File: src/rtl/it_seq_pkg.sv
package it_seq_pkg;
  typedef enum logic [3:0] {
    CND_EQ = 4'd0,  CND_NE = 4'd1,  CND_CS = 4'd2,  CND_CC = 4'd3,
    CND_MI = 4'd4,  CND_PL = 4'd5,  CND_VS = 4'd6,  CND_VC = 4'd7,
    CND_HI = 4'd8,  CND_LS = 4'd9,  CND_GE = 4'd10, CND_LT = 4'd11,
    CND_GT = 4'd12, CND_LE = 4'd13, CND_AL = 4'd14, CND_NV = 4'd15
  } cond_code_e;

  localparam int COND_W = 4;
endpackage

File: src/rtl/it_cond_eval.sv
module it_cond_eval
  import it_seq_pkg::*;
(
  input  logic [COND_W-1:0] cond,
  input  logic              invert,
  input  logic              fn,
  input  logic              fz,
  input  logic              fc,
  input  logic              fv,
  output logic              pass
);
  logic [2:0] grp;
  logic       base;
  logic       sense;

  assign grp   = cond[3:1];
  assign sense = cond[0] ^ invert;

  // Even member of each pair is the positive test; bit 0 negates it.
  always_comb begin
    case (grp)
      3'd0:    base = fz;
      3'd1:    base = fc;
      3'd2:    base = fn;
      3'd3:    base = fv;
      3'd4:    base = fc & ~fz;
      3'd5:    base = (fn == fv);
      3'd6:    base = ~fz & (fn == fv);
      default: base = 1'b1;
    endcase
  end

  assign pass = (grp == 3'd7) ? 1'b1 : (base ^ sense);
endmodule

File: src/rtl/it_slot_tracker.sv
module it_slot_tracker #(
  parameter int MAX_SLOTS = 4
) (
  input  logic                         clk,
  input  logic                         rst_n,
  input  logic                         clear,
  input  logic                         load,
  input  logic                         consume,
  input  logic [$clog2(MAX_SLOTS)-1:0] extra,
  input  logic [MAX_SLOTS-2:0]         pattern,
  output logic                         active,
  output logic                         last,
  output logic                         cur_inv
);
  localparam int CW = $clog2(MAX_SLOTS + 1);
  localparam int PW = MAX_SLOTS - 1;

  logic [CW-1:0] remain;
  logic [PW-1:0] pat_q;
  logic          inv_q;

  always_ff @(posedge clk) begin
    if (!rst_n || clear) begin
      remain <= '0;
      pat_q  <= '0;
      inv_q  <= 1'b0;
    end else if (load) begin
      remain <= CW'(extra) + CW'(1);
      pat_q  <= pattern;
      inv_q  <= 1'b0;
    end else if (consume && remain != '0) begin
      remain <= remain - CW'(1);
      inv_q  <= pat_q[0];
      pat_q  <= pat_q >> 1;
    end
  end

  assign active  = (remain != '0);
  assign last    = (remain == CW'(1));
  assign cur_inv = inv_q;

  AST_REMAIN_BOUNDED: assert property (@(posedge clk) disable iff (!rst_n)
    remain <= CW'(MAX_SLOTS));
  AST_LOAD_LENGTH: assert property (@(posedge clk) disable iff (!rst_n)
    (load && !clear) |=> remain == $past(CW'(extra)) + CW'(1));
  AST_CONSUME_STEP: assert property (@(posedge clk) disable iff (!rst_n)
    (consume && active && !load && !clear) |=> remain == $past(remain) - CW'(1));
  AST_FIRST_SLOT_BASE: assert property (@(posedge clk) disable iff (!rst_n)
    (load && !clear) |=> !cur_inv);
  AST_CLEAR_CLOSES: assert property (@(posedge clk) disable iff (!rst_n)
    clear |=> !active);
endmodule

File: src/rtl/it_block_seq.sv
module it_block_seq
  import it_seq_pkg::*;
#(
  parameter int MAX_SLOTS = 4,
  localparam int EW = $clog2(MAX_SLOTS),
  localparam int PW = MAX_SLOTS - 1
) (
  input  logic          clk,
  input  logic          rst_n,
  input  logic          exc_entry,
  input  logic          dir_valid,
  input  logic [3:0]    dir_cond,
  input  logic [EW-1:0] dir_extra,
  input  logic [PW-1:0] dir_pattern,
  input  logic          ins_valid,
  input  logic          ins_writes_pc,
  input  logic          flag_n,
  input  logic          flag_z,
  input  logic          flag_c,
  input  logic          flag_v,
  output logic          in_block,
  output logic          last_slot,
  output logic          exec_en,
  output logic          bad_place,
  output logic          flag_lock
);
  logic              active;
  logic              last;
  logic              cur_inv;
  logic              pass;
  logic              load;
  logic              consume;
  logic [COND_W-1:0] cond_q;

  assign load    = dir_valid & ~active;
  assign consume = (ins_valid | dir_valid) & active;

  always_ff @(posedge clk) begin
    if (!rst_n || exc_entry)
      cond_q <= CND_AL;
    else if (load)
      cond_q <= dir_cond;
  end

  it_slot_tracker #(.MAX_SLOTS(MAX_SLOTS)) u_track (
    .clk     (clk),
    .rst_n   (rst_n),
    .clear   (exc_entry),
    .load    (load),
    .consume (consume),
    .extra   (dir_extra),
    .pattern (dir_pattern),
    .active  (active),
    .last    (last),
    .cur_inv (cur_inv)
  );

  it_cond_eval u_eval (
    .cond   (cond_q),
    .invert (cur_inv),
    .fn     (flag_n),
    .fz     (flag_z),
    .fc     (flag_c),
    .fv     (flag_v),
    .pass   (pass)
  );

  assign in_block  = active;
  assign last_slot = last;
  assign exec_en   = ~active | pass;
  assign flag_lock = active;
  assign bad_place = active & ((dir_valid) | (ins_valid & ins_writes_pc & ~last));

  AST_ONE_STROBE: assert property (@(posedge clk) disable iff (!rst_n)
    !(dir_valid && ins_valid));
  AST_LAST_PC_LEGAL: assert property (@(posedge clk) disable iff (!rst_n)
    (ins_valid && ins_writes_pc && last_slot) |-> !bad_place);
  AST_NESTED_KEEPS_COND: assert property (@(posedge clk) disable iff (!rst_n)
    (dir_valid && in_block && !exc_entry) |=> cond_q == $past(cond_q));
endmodule

File: config.mk
export PLATFORM = sky130hd
export DESIGN_NAME = it_block_seq
export DESIGN_NICKNAME = d
export VERILOG_FILES = /design/src/rtl/it_seq_pkg.sv /design/src/rtl/it_cond_eval.sv /design/src/rtl/it_slot_tracker.sv /design/src/rtl/it_block_seq.sv
export SDC_FILE = /design/constraint.sdc
export NUM_CORES = 1
export LEC_CHECK = 0
export ABC_AREA = 0
export BUFFER_PORTS_ARGS = -buffer_cell sky130_fd_sc_hd__buf_4
export CAP_MARGIN = 0
export CORE_MARGIN = 2
export CORE_UTILIZATION = 42
export CTS_BUF_LIST = sky130_fd_sc_hd__clkbuf_2 sky130_fd_sc_hd__clkbuf_4 sky130_fd_sc_hd__clkbuf_8
export DETAILED_ROUTE_END_ITERATION = 6
export PLACE_DENSITY_LB_ADDON = 0.12
export REMOVE_ABC_BUFFERS = 1
export SLEW_MARGIN = 10
export SYNTH_ARGS = -nofsm -noshare
export SYNTH_HDL_FRONTEND = slang
export SYNTH_SLANG_ARGS = --single-unit
File: constraint.sdc
create_clock -name clk -period 1.8 [get_ports clk]
set_input_delay 0 -clock clk [delete_from_list [all_inputs] [get_ports clk]]
set_output_delay 0 -clock clk [all_outputs]
set_load 0.02 [all_outputs]
==> impl_results.md, run 1 <==
- Top post-synthesis cells by area: dfxtp_1 (33%), ha_1 (7.5%), nand3_1 (7.5%)
- Hold Vio Cnt, Final: 0
- Number of I/O pins: 24
- Global-route wire length before repair: 2559 um
- Fillcell total: 145
- Row cnt: 14
- Leak Pwr: 0.4316 nW
- Initial Utilization: 0.4444
- GRT Total Usage: 0.1768
- Slew Viols, Final: 0
- Part of the Yosys area used for sequential elements: 0.3290
- Residual DRC count: 0
- Hold depth: 3
- Ant. Diodes: 0
- EDFF count, synth: 0
- Die height: 43.92 um
- TritonCTS buffer count: 3
- WP data arrival: 1760 ps
- Placed insts: 120
- Vias per cell: 5.333
- Cell Area, Synth: 669.4 um2
- Hold worst-path end: u_track.pat_q[2]$_SDFFE_PP0P_
- Outcome: finished, final reports clean
- Syn_area_per_cell: 8.163 um2
- Post-place setup slack: 198.3 ps
- Largest net degree at the start of global routing: 16
- FF-to-FF End: u_track.pat_q[0]$_SDFFE_PP0P_
- Most common cell after layout, fill and taps aside: buf_4
- Routed len/inst: 11.76 um
- Die X: 43.92 um
- Final count of negative-setup-slack endpoints: 0
- Clock latency on the worst-skew pair: 260 ps
- Post-synth top area share: 0.3290
- VDD IR-drop max: 487.4 uV
- Clock transition at path regs: 80 ps
- Critical Path Fanout Max: 3
- Worst slew margin: 0.7230
- Top_reg_cell synth: dfxtp_1
- IO buf count: 23
- Initial antenna violation count: 0
- Synthesized netlist cell count: 82
- Die area: 1929 um2
- Worst Path Required: 1800 ps
- Vias: 688
- Element type at the critical path end: output port
- CTS tree: done
- Worst Tran Pin Value: 414.6 ps
- DRT Wirelength: 1517 um
- GRT overflow: 0
- Clock period minus worst slack: 1761 ps
- DPL Wire Length: 1112 um
- DRT antenna net count: 0
- Hold WC Path Type: in -> reg
- Unique masters post-synth: 31
- Max Fclk: 567.9 MHz
- Fin nets: 137
- Fin crit share: 0.9783
- R2r setup slk: 230 ps
- Reg2reg start: u_track.remain[0]$_SDFFE_PP0P_
- #FFs+latches synth: 11
- GPL Wtd Cong: 0.6844
- RSZ-0062 raised after global routing: yes
- Post-synth ARST share: 0
- Post-synth top area cell: dfxtp_1
- PD cells: 670.4 nW/um2
- Non-Filler Instances: 129
- CTS max path bufs: 2
- Most frequent cells in the layout: buf_4 (25), nand3_1 (10), dfxtp_1 (10)
- Skew final: 2.153 ps
- R2R depth: 7
- H-tree levels: 1
- Number of global-route vias before repair: 602
- DR iter-0 viols: 15
- Core Box Area: 1506 um2
- Post-route setup slack: 39.09 ps
- Startpoint Class: flop
- Clock tree root buffer cell: clkbuf_4
- Area Growth Syn to Fin: 41.12%
- Area occupied by multi-input gates: 419.2 um2
- Synth Warn #: 0
- Maxcap violations: 0
- TritonRoute pass-1 iters: 3
- Kind of critical path: reg -> out
- Min-delay src: dir_pattern[2]
- Share of layout cells above drive strength 1: 0.2920
- CTS sink count: 11
- Register area: 224.0 um2
## cells by family after synthesis
kind of cell	synth area share
simple gates	0.2598
compound gates	0.2169
flops	0.3290
buf+inv	0.04486
fa+ha+maj	0.07477
xor+xnor	0.02617
mux	0.04860
## worst max-delay path by stage
stage,startpoint,end,slack (ps),depth (start not counted)
final,cond_q[2]$_SDFFE_PP1P_,exec_en,40,5
after CTS,cond_q[2]$_SDFFE_PP1P_,exec_en,10,5
after detailed placement,cond_q[2]$_SDFFE_PP1P_,exec_en,200,5
after global routing,cond_q[2]$_SDFFE_PP1P_,exec_en,-70,5
after floorplan,u_track.remain[0]$_SDFFE_PP0P_,u_track.remain[0]$_SDFFE_PP0P_,-220,7
after global placement,cond_q[2]$_SDFFE_PP1P_,exec_en,230,5
## metal layers
metal / global-route usage / vias up / share of wire
met1: 0.2430 / 314 / 0.49
met4: 0.01818 / 0 / 0
li1: - / 358 / -
met2: 0.2735 / 16 / 0.46
met3: 0.06667 / 0 / 0.056
met5: 0 / - / 0
## where the power goes
| part | internal [mW] | switching, mW | total [mW] |
|---|---|---|---|
| clock | 0.0821 | 0.0864 | 0.168 |
| sequential | 0.255 | 0.00977 | 0.264 |
| combinational | 0.0998 | 0.101 | 0.200 |
## Yosys cell counts (all sizes together) (2+ instances only)
cell / n
o211ai: 2
a311oi: 2
a21oi: 4
nor2: 8
clkbuf: 2
o21ai: 2
nor2b: 3
inv: 4
nand3: 10
dfxtp: 11
xor2: 2
nand2: 9
ha: 4
o21a: 3
## per-stage QoR
step	instance area [um2]	power (mW)	hold WS [ps]	setup TNS, ps	utilization
finish	944.7	0.6333	5.583	0	0.6271
CTS	944.7	0.6412	0.7924	0	0.6271
detailed placement	862.1	0.4607	239.5	0	0.5723
global placement	862.1	0.4594	237.0	0	0.5723
global route	944.7	0.6840	14.23	-69.45	0.6271
floorplan	654.4	0.3751	146.4	-1041	-
## layout make-up
class	instances	area share
Clock buffer	3	0.02384
Clock inverter	1	0.005298
Inverter	4	0.01589
Multi-Input combinational cell	64	0.4437
Sequential cell	11	0.2371
Tap cell	16	0.02119
Timing Repair Buffer	30	0.2530
## flip-flops by register name, summed over array words and instances, names as in the netlist
name             count
cond_q               4
u_track.pat_q        3
u_track.remain       3
u_track.cur_inv      1
## worst max-delay path, stage by stage (launching register included)
cell      delay, ps
dfxtp_4         360
mux4_2          480
or2_0           220
and3_1          160
o211ai_2        140
buf_6           130
## repair_timing
action,in CTS,in global routing
setup endpoints to repair,1,1
setup buffers,1,0
resized for setup,3,1
pin swaps,0,1
hold buffers,4,0
endpoints found under the hold margin,4,0
(Power assumes the default switching activity.)
==> run 2: changes to the inputs <==
- CORE_UTILIZATION: 42 -> 50
- MAX_ROUTING_LAYER: not set -> met4
==> run 2 against run 1 <==
Against the previous run: worst hold slack improved by 3.2 ps; worst setup slack got worse by 21 ps; clock power up 13%; fmax decreased by 1.2%; first-iteration DRC count down 53%; critical path depth unchanged; die area is 15% lower; via count grew 9.3%; critical endpoint unchanged; global-route usage is 10 points higher; register-to-register slack worse by 130 ps.
==> impl_results.md, run 2 (same netlist as run 1, synthesis figures left out) <==
- Slowest stage delay, CP: 480 ps (about the same)
- Fin area: 953.4 um2 (+0.93%)
- DRT Wirelength: 1833 um (+21%)
- Most common cell after layout, fill and taps aside: buf_4
- H-tree levels: 1 (unchanged)
- Largest net degree at the start of global routing: 16 (unchanged)
- Residual DRC count: 0 (unchanged)
- GPL Wtd Cong: 0.7638 (+12%)
- Kind of critical path: reg -> out
- IO buf count: 23 (unchanged)
- Placed insts: 119 (-0.83%)
- GRT overflow: 0 (unchanged)
- CTS sink count: 11 (unchanged)
- Max reg flops: 4 (unchanged)
- Vias: 752 (+9.3%)
- Die X: 40.59 um (-7.6%)
- Hold WC Path Type: in -> reg
- Element type at the critical path end: output port
- Fin nets: 138 (+0.73%)
- Maxcap violations: 0 (unchanged)
- Vias per cell: 5.829 (+9.3%)
- Most frequent cells in the layout: buf_4 (26), nand3_1 (10), dfxtp_1 (10)
- Slowest CP cell: mux4_2
- Initial Utilization: 0.5276 (+0.08326)
- Leak Pwr: 0.4360 nW (+1.0%)
- Ant. Diodes: 0 (unchanged)
- Clock transition at path regs: 70 ps (about the same)
- DR iter-0 viols: 7 (-8)
- Initial antenna violation count: 0 (unchanged)
- Worst Path Required: 1800 ps (about the same)
- Worst slew margin: 0.7161 (-0.006890)
- Critical Path Fanout Max: 3 (unchanged)
- Number of global-route vias before repair: 662 (+10%)
- GRT Total Usage: 0.2812 (+0.1044)
- Hold Vio Cnt, Final: 0 (unchanged)
- Clock period minus worst slack: 1782 ps (+21.00 ps)
- Share of layout cells above drive strength 1: 0.2982 (+0.006210)
- Largest Register: cond_q
- Die height: 40.59 um (-7.6%)
- Hold Slack: 8.759 ps (+3.176 ps)
- Post-placement cell area: 860.8 um2 (-0.15%)
- Largest regs: cond_q (4), u_track.pat_q (3), u_track.remain (3)
- Core Box Area: 1269 um2 (-16%)
- Slew Viols, Final: 0 (unchanged)
- RSZ-0062 raised after global routing: yes
- Final count of negative-setup-slack endpoints: 0 (unchanged)
- Fin crit share: 0.9900 (+0.01167)
- Crit-path cells: mux4_2 > or2_1 > and3_1 > o211ai_2 > buf_6
- TritonCTS buffer count: 3 (unchanged)
- DRT antenna net count: 0 (unchanged)
- Routed len/inst: 14.21 um (+21%)
- CTS tree: done
- Outcome: finished, final reports clean
- Global-route wire length before repair: 2863 um (+12%)
- VDD IR-drop max: 392.7 uV (-19%)
- Row cnt: 13 (-1)
- WP data arrival: 1780 ps (+20 ps)
- CTS max path bufs: 2 (unchanged)
- Non-Filler Instances: 129 (unchanged)
- PD cells: 697.9 nW/um2 (+4.1%)
- Skew final: 4.138 ps (+1.986 ps)
- DPL Wire Length: 1230 um (+11%)
- Clock latency on the worst-skew pair: 270 ps (about the same)
- Startpoint Class: flop
- Max Fclk: 561.2 MHz (-1.2%)
- Area Growth Syn to Fin: 42.43%
- TritonRoute pass-1 iters: 4 (+1)
- Worst Tran Pin Value: 424.9 ps (+10.31 ps)
- Clock tree root buffer cell: clkbuf_4
- Die area: 1648 um2 (-15%)
- Number of I/O pins: 24 (unchanged)
## run 2: cell types whose count changed in the layout (fill, tap and decap cells not counted), sizes merged
cell / before / now
buf: 26 / 27
clkbuf: 3 / 4
clkinv: 1 / 0
## run 2: path summary, 6_finish.rpt
| kind | from | endpoint | slack [ps] | cells after the start |
|---|---|---|---|---|
| worst max-delay path | cond_q[2]$_SDFFE_PP1P_ | exec_en | 20 | 5 |
| worst min register to register | u_track.remain[1]$_SDFFE_PP0P_ | u_track.remain[1]$_SDFFE_PP0P_ | 460 | 2 |
| worst max register to register | u_track.remain[0]$_SDFFE_PP0P_ | u_track.pat_q[0]$_SDFFE_PP0P_ | 100 | 7 |
| worst min-delay path | dir_pattern[2] | u_track.pat_q[2]$_SDFFE_PP0P_ | 9 | 3 |
## run 2: power by group
group	internal (mW)	switching (mW)
logic	0.102	0.108
clock network	0.101	0.0885
registers	0.255	0.0108
total	0.458	0.208
## run 2: critical path: cells and delay by family (launching register included)
family | cells | cell delay (ps)
multiplexers | 1 | 480
AO/OA/AOI/OAI | 1 | 150
flip-flops | 1 | 360
AND/OR/NAND/NOR | 2 | 390
buffers and inverters | 1 | 140
## run 2: area by class of cell
class                           instances  area, um2
Multi-Input combinational cell         64      419.2
Fill cell                             108      315.3
Timing Repair Buffer                   31      246.5
Sequential cell                        11      224.0
Clock buffer                            4      30.03
Tap cell                               15      18.77
Inverter                                4      15.01
## run 2: per-stage QoR
stage          power (mW)  utilization  TNS (ps)  worst slack (ps)
6_report           0.6654       0.7515         0             18.09
5_1_grt            0.7023       0.7515    -60.31            -50.70
4_1_cts            0.6612       0.7456         0             12.92
3_5_place_dp       0.4637       0.6785         0             195.5
3_3_place_gp       0.4590       0.6785         0             265.7
2_1_floorplan      0.3751            -     -1041            -221.1
## run 2: repair_timing
| item | 4_1_cts | 5_1_grt |
|---|---|---|
| hold endpoints to repair | 4 | 0 |
| setup buffers | 1 | 1 |
| hold buffers | 4 | 0 |
| pin swaps | 0 | 1 |
| gates resized for setup | 3 | 1 |
| endpoints found under the setup margin | 1 | 2 |
## run 2: per-layer routing
metal,routed length (um),GRT usage,share of wire
met1,760,0.3020,0.41
met2,922,0.4921,0.50
met3,103,0.06667,0.056
met4,46,0.1083,0.025
met5,0,-,0
==> run 3: changes to the inputs <==
- RECOVER_POWER: not set -> 50
==> run 3 against run 2 <==
Against the previous run: non-clock buffer count stayed put; flip-flop and latch count stayed put; fmax hardly changed; highest routed layer unchanged; global-route usage stayed put; combinational power hardly changed.
==> impl_results.md, run 3 (same netlist as run 1, synthesis figures left out) <==
- Outcome: finished, final reports clean
- Clock tree root buffer cell: clkbuf_4
- Clock transition at path regs: 70 ps (about the same)
- CTS max path bufs: 2 (unchanged)
- TritonRoute pass-1 iters: 4 (unchanged)
- Residual DRC count: 0 (unchanged)
- Hold WC Path Type: in -> reg
- GRT overflow: 0 (unchanged)
- Int Power: 0.4567 mW (-0.26%)
- Element type at the critical path end: output port
- CTS tree: done
- GRT Total Usage: 0.2812 (unchanged)
- DR iter-0 viols: 7 (unchanged)
- Core Box Area: 1269 um2 (unchanged)
- Sequential share of power: 0.400 (about the same)
- Most frequent cells in the layout: buf_4 (25), nand3_1 (10), dfxtp_1 (10)
- DRT antenna net count: 0 (unchanged)
- Clock latency on the worst-skew pair: 270 ps (about the same)
- Max Fclk: 561.1 MHz (about the same)
- Setup TNS: 0 ps (unchanged)
- Sw Pwr: 0.2077 mW (about the same)
- DRT Wirelength: 1835 um (+0.11%)
- Die X: 40.59 um (unchanged)
- Clock group share of total power: 0.285 (about the same)
- Critical Path Fanout Max: 3 (unchanged)
- Clock period minus worst slack: 1782 ps (+0.1954 ps)
- TritonCTS buffer count: 3 (unchanged)
- Maxcap violations: 0 (unchanged)
- Total power: 0.6643 mW (-0.15%)
- Post-placement cell area: 860.8 um2 (unchanged)
- Area Growth Syn to Fin: 41.87%
- Die height: 40.59 um (unchanged)
- Max reg flops: 4 (unchanged)
- Row cnt: 13 (unchanged)
- Largest net degree at the start of global routing: 16 (unchanged)
- VDD IR-drop max: 392.7 uV (about the same)
- PD cells: 699.6 nW/um2 (+0.24%)
- Largest Register: cond_q
- Gate power share: 0.315 (about the same)
- Vias: 752 (unchanged)
- Hold Vio Cnt, Final: 0 (unchanged)
- Fin area: 949.7 um2 (-0.39%)
- DPL Wire Length: 1230 um (unchanged)
- Share of layout cells above drive strength 1: 0.2895 (-0.008772)
- Worst Path Required: 1800 ps (about the same)
- WP data arrival: 1780 ps (about the same)
- Leak Pwr: 0.4318 nW (-0.96%)
- RSZ-0062 raised after global routing: yes
- Initial Utilization: 0.5276 (unchanged)
- CTS sink count: 11 (unchanged)
- Fin crit share: 0.9901 (about the same)
- Die area: 1648 um2 (unchanged)
- Routed len/inst: 14.22 um (+0.11%)
- Kind of critical path: reg -> out
- Startpoint Class: flop
- Global-route wire length before repair: 2863 um (unchanged)
- Final count of negative-setup-slack endpoints: 0 (unchanged)
- IO buf count: 23 (unchanged)
- Largest regs: cond_q (4), u_track.pat_q (3), u_track.remain (3)
- Ant. Diodes: 0 (unchanged)
- H-tree levels: 1 (unchanged)
- Skew final: 4.270 ps (+0.1319 ps)
- Worst Tran Pin Value: 426.2 ps (+1.324 ps)
- Worst slew margin: 0.7153 (-0.0008840)
- Number of I/O pins: 24 (unchanged)
- Slew Viols, Final: 0 (unchanged)
- Vias per cell: 5.829 (unchanged)
- Number of global-route vias before repair: 662 (unchanged)
- Initial antenna violation count: 0 (unchanged)
- Sw Share: 0.3126 (+0.0007210)
- Most common cell after layout, fill and taps aside: buf_4
- Hold Slack: 8.759 ps (+0.00003000 ps)
- GPL Wtd Cong: 0.7638 (unchanged)
- Fin nets: 138 (unchanged)
-- run 3: cell count changes in the layout (fill, tap and decap cells not counted) --
cell and change:
buf_4 -1, clkbuf_1 +1
-- run 3: per-layer routing --
metal | vias to the layer above | track usage | part of all wire
li1 | 361 | - | -
met1 | 353 | 0.3020 | 0.42
met2 | 30 | 0.4921 | 0.50
met3 | 8 | 0.06667 | 0.056
met4 | 0 | 0.1083 | 0.025
met5 | - | - | 0
-- run 3: power groups by stage --
stage	Clock (mW)	Sequential, mW	Combinational (mW)
after detailed placement	0	0.273	0.191
after global placement	0	0.271	0.188
after global routing	0.204	0.267	0.230
after CTS	0.191	0.265	0.205
after floorplan	0	0.270	0.106
final	0.190	0.266	0.209
-- run 3: final timing paths --
check | start | to | slack [ps] | cells past startpoint
setup / recovery | cond_q[2]$_SDFFE_PP1P_ | exec_en | 20 | 5
hold / removal | dir_pattern[2] | u_track.pat_q[2]$_SDFFE_PP0P_ | 9 | 3
setup reg to reg | u_track.remain[0]$_SDFFE_PP0P_ | u_track.pat_q[0]$_SDFFE_PP0P_ | 100 | 7
hold reg to reg | u_track.remain[1]$_SDFFE_PP0P_ | u_track.remain[1]$_SDFFE_PP0P_ | 460 | 2
-- run 3: critical path, stage by stage, from the launching register on --
cell and delay (ps):
dfxtp_4 360, mux4_2 480, or2_1 230, and3_1 160
o211ai_2 150, buf_6 140
-- run 3: what timing repair did --
action	CTS	global route
pin swaps	0	1
endpoints found under the setup margin	1	2
resized for setup	3	1
endpoints found under the hold margin	4	0
setup buffers	1	1
hold buffers	4	0
-- run 3: layout make-up --
class | instances | area, um2
multi-input cells | 64 | 419.2
fillers | 108 | 319.1
repair buffers | 31 | 242.7
flip-flops and latches | 11 | 224.0
clock buffers | 4 | 30.03
well taps | 15 | 18.77
inverters | 4 | 15.01
-- run 3: through the flow --
step	cells	setup slack [ps]	utilization
floorplan	79	-221.1	-
global placement	119	265.7	0.6785
detailed placement	119	195.5	0.6785
CTS	128	12.92	0.7456
global route	129	-50.70	0.7485
finish	129	17.89	0.7485
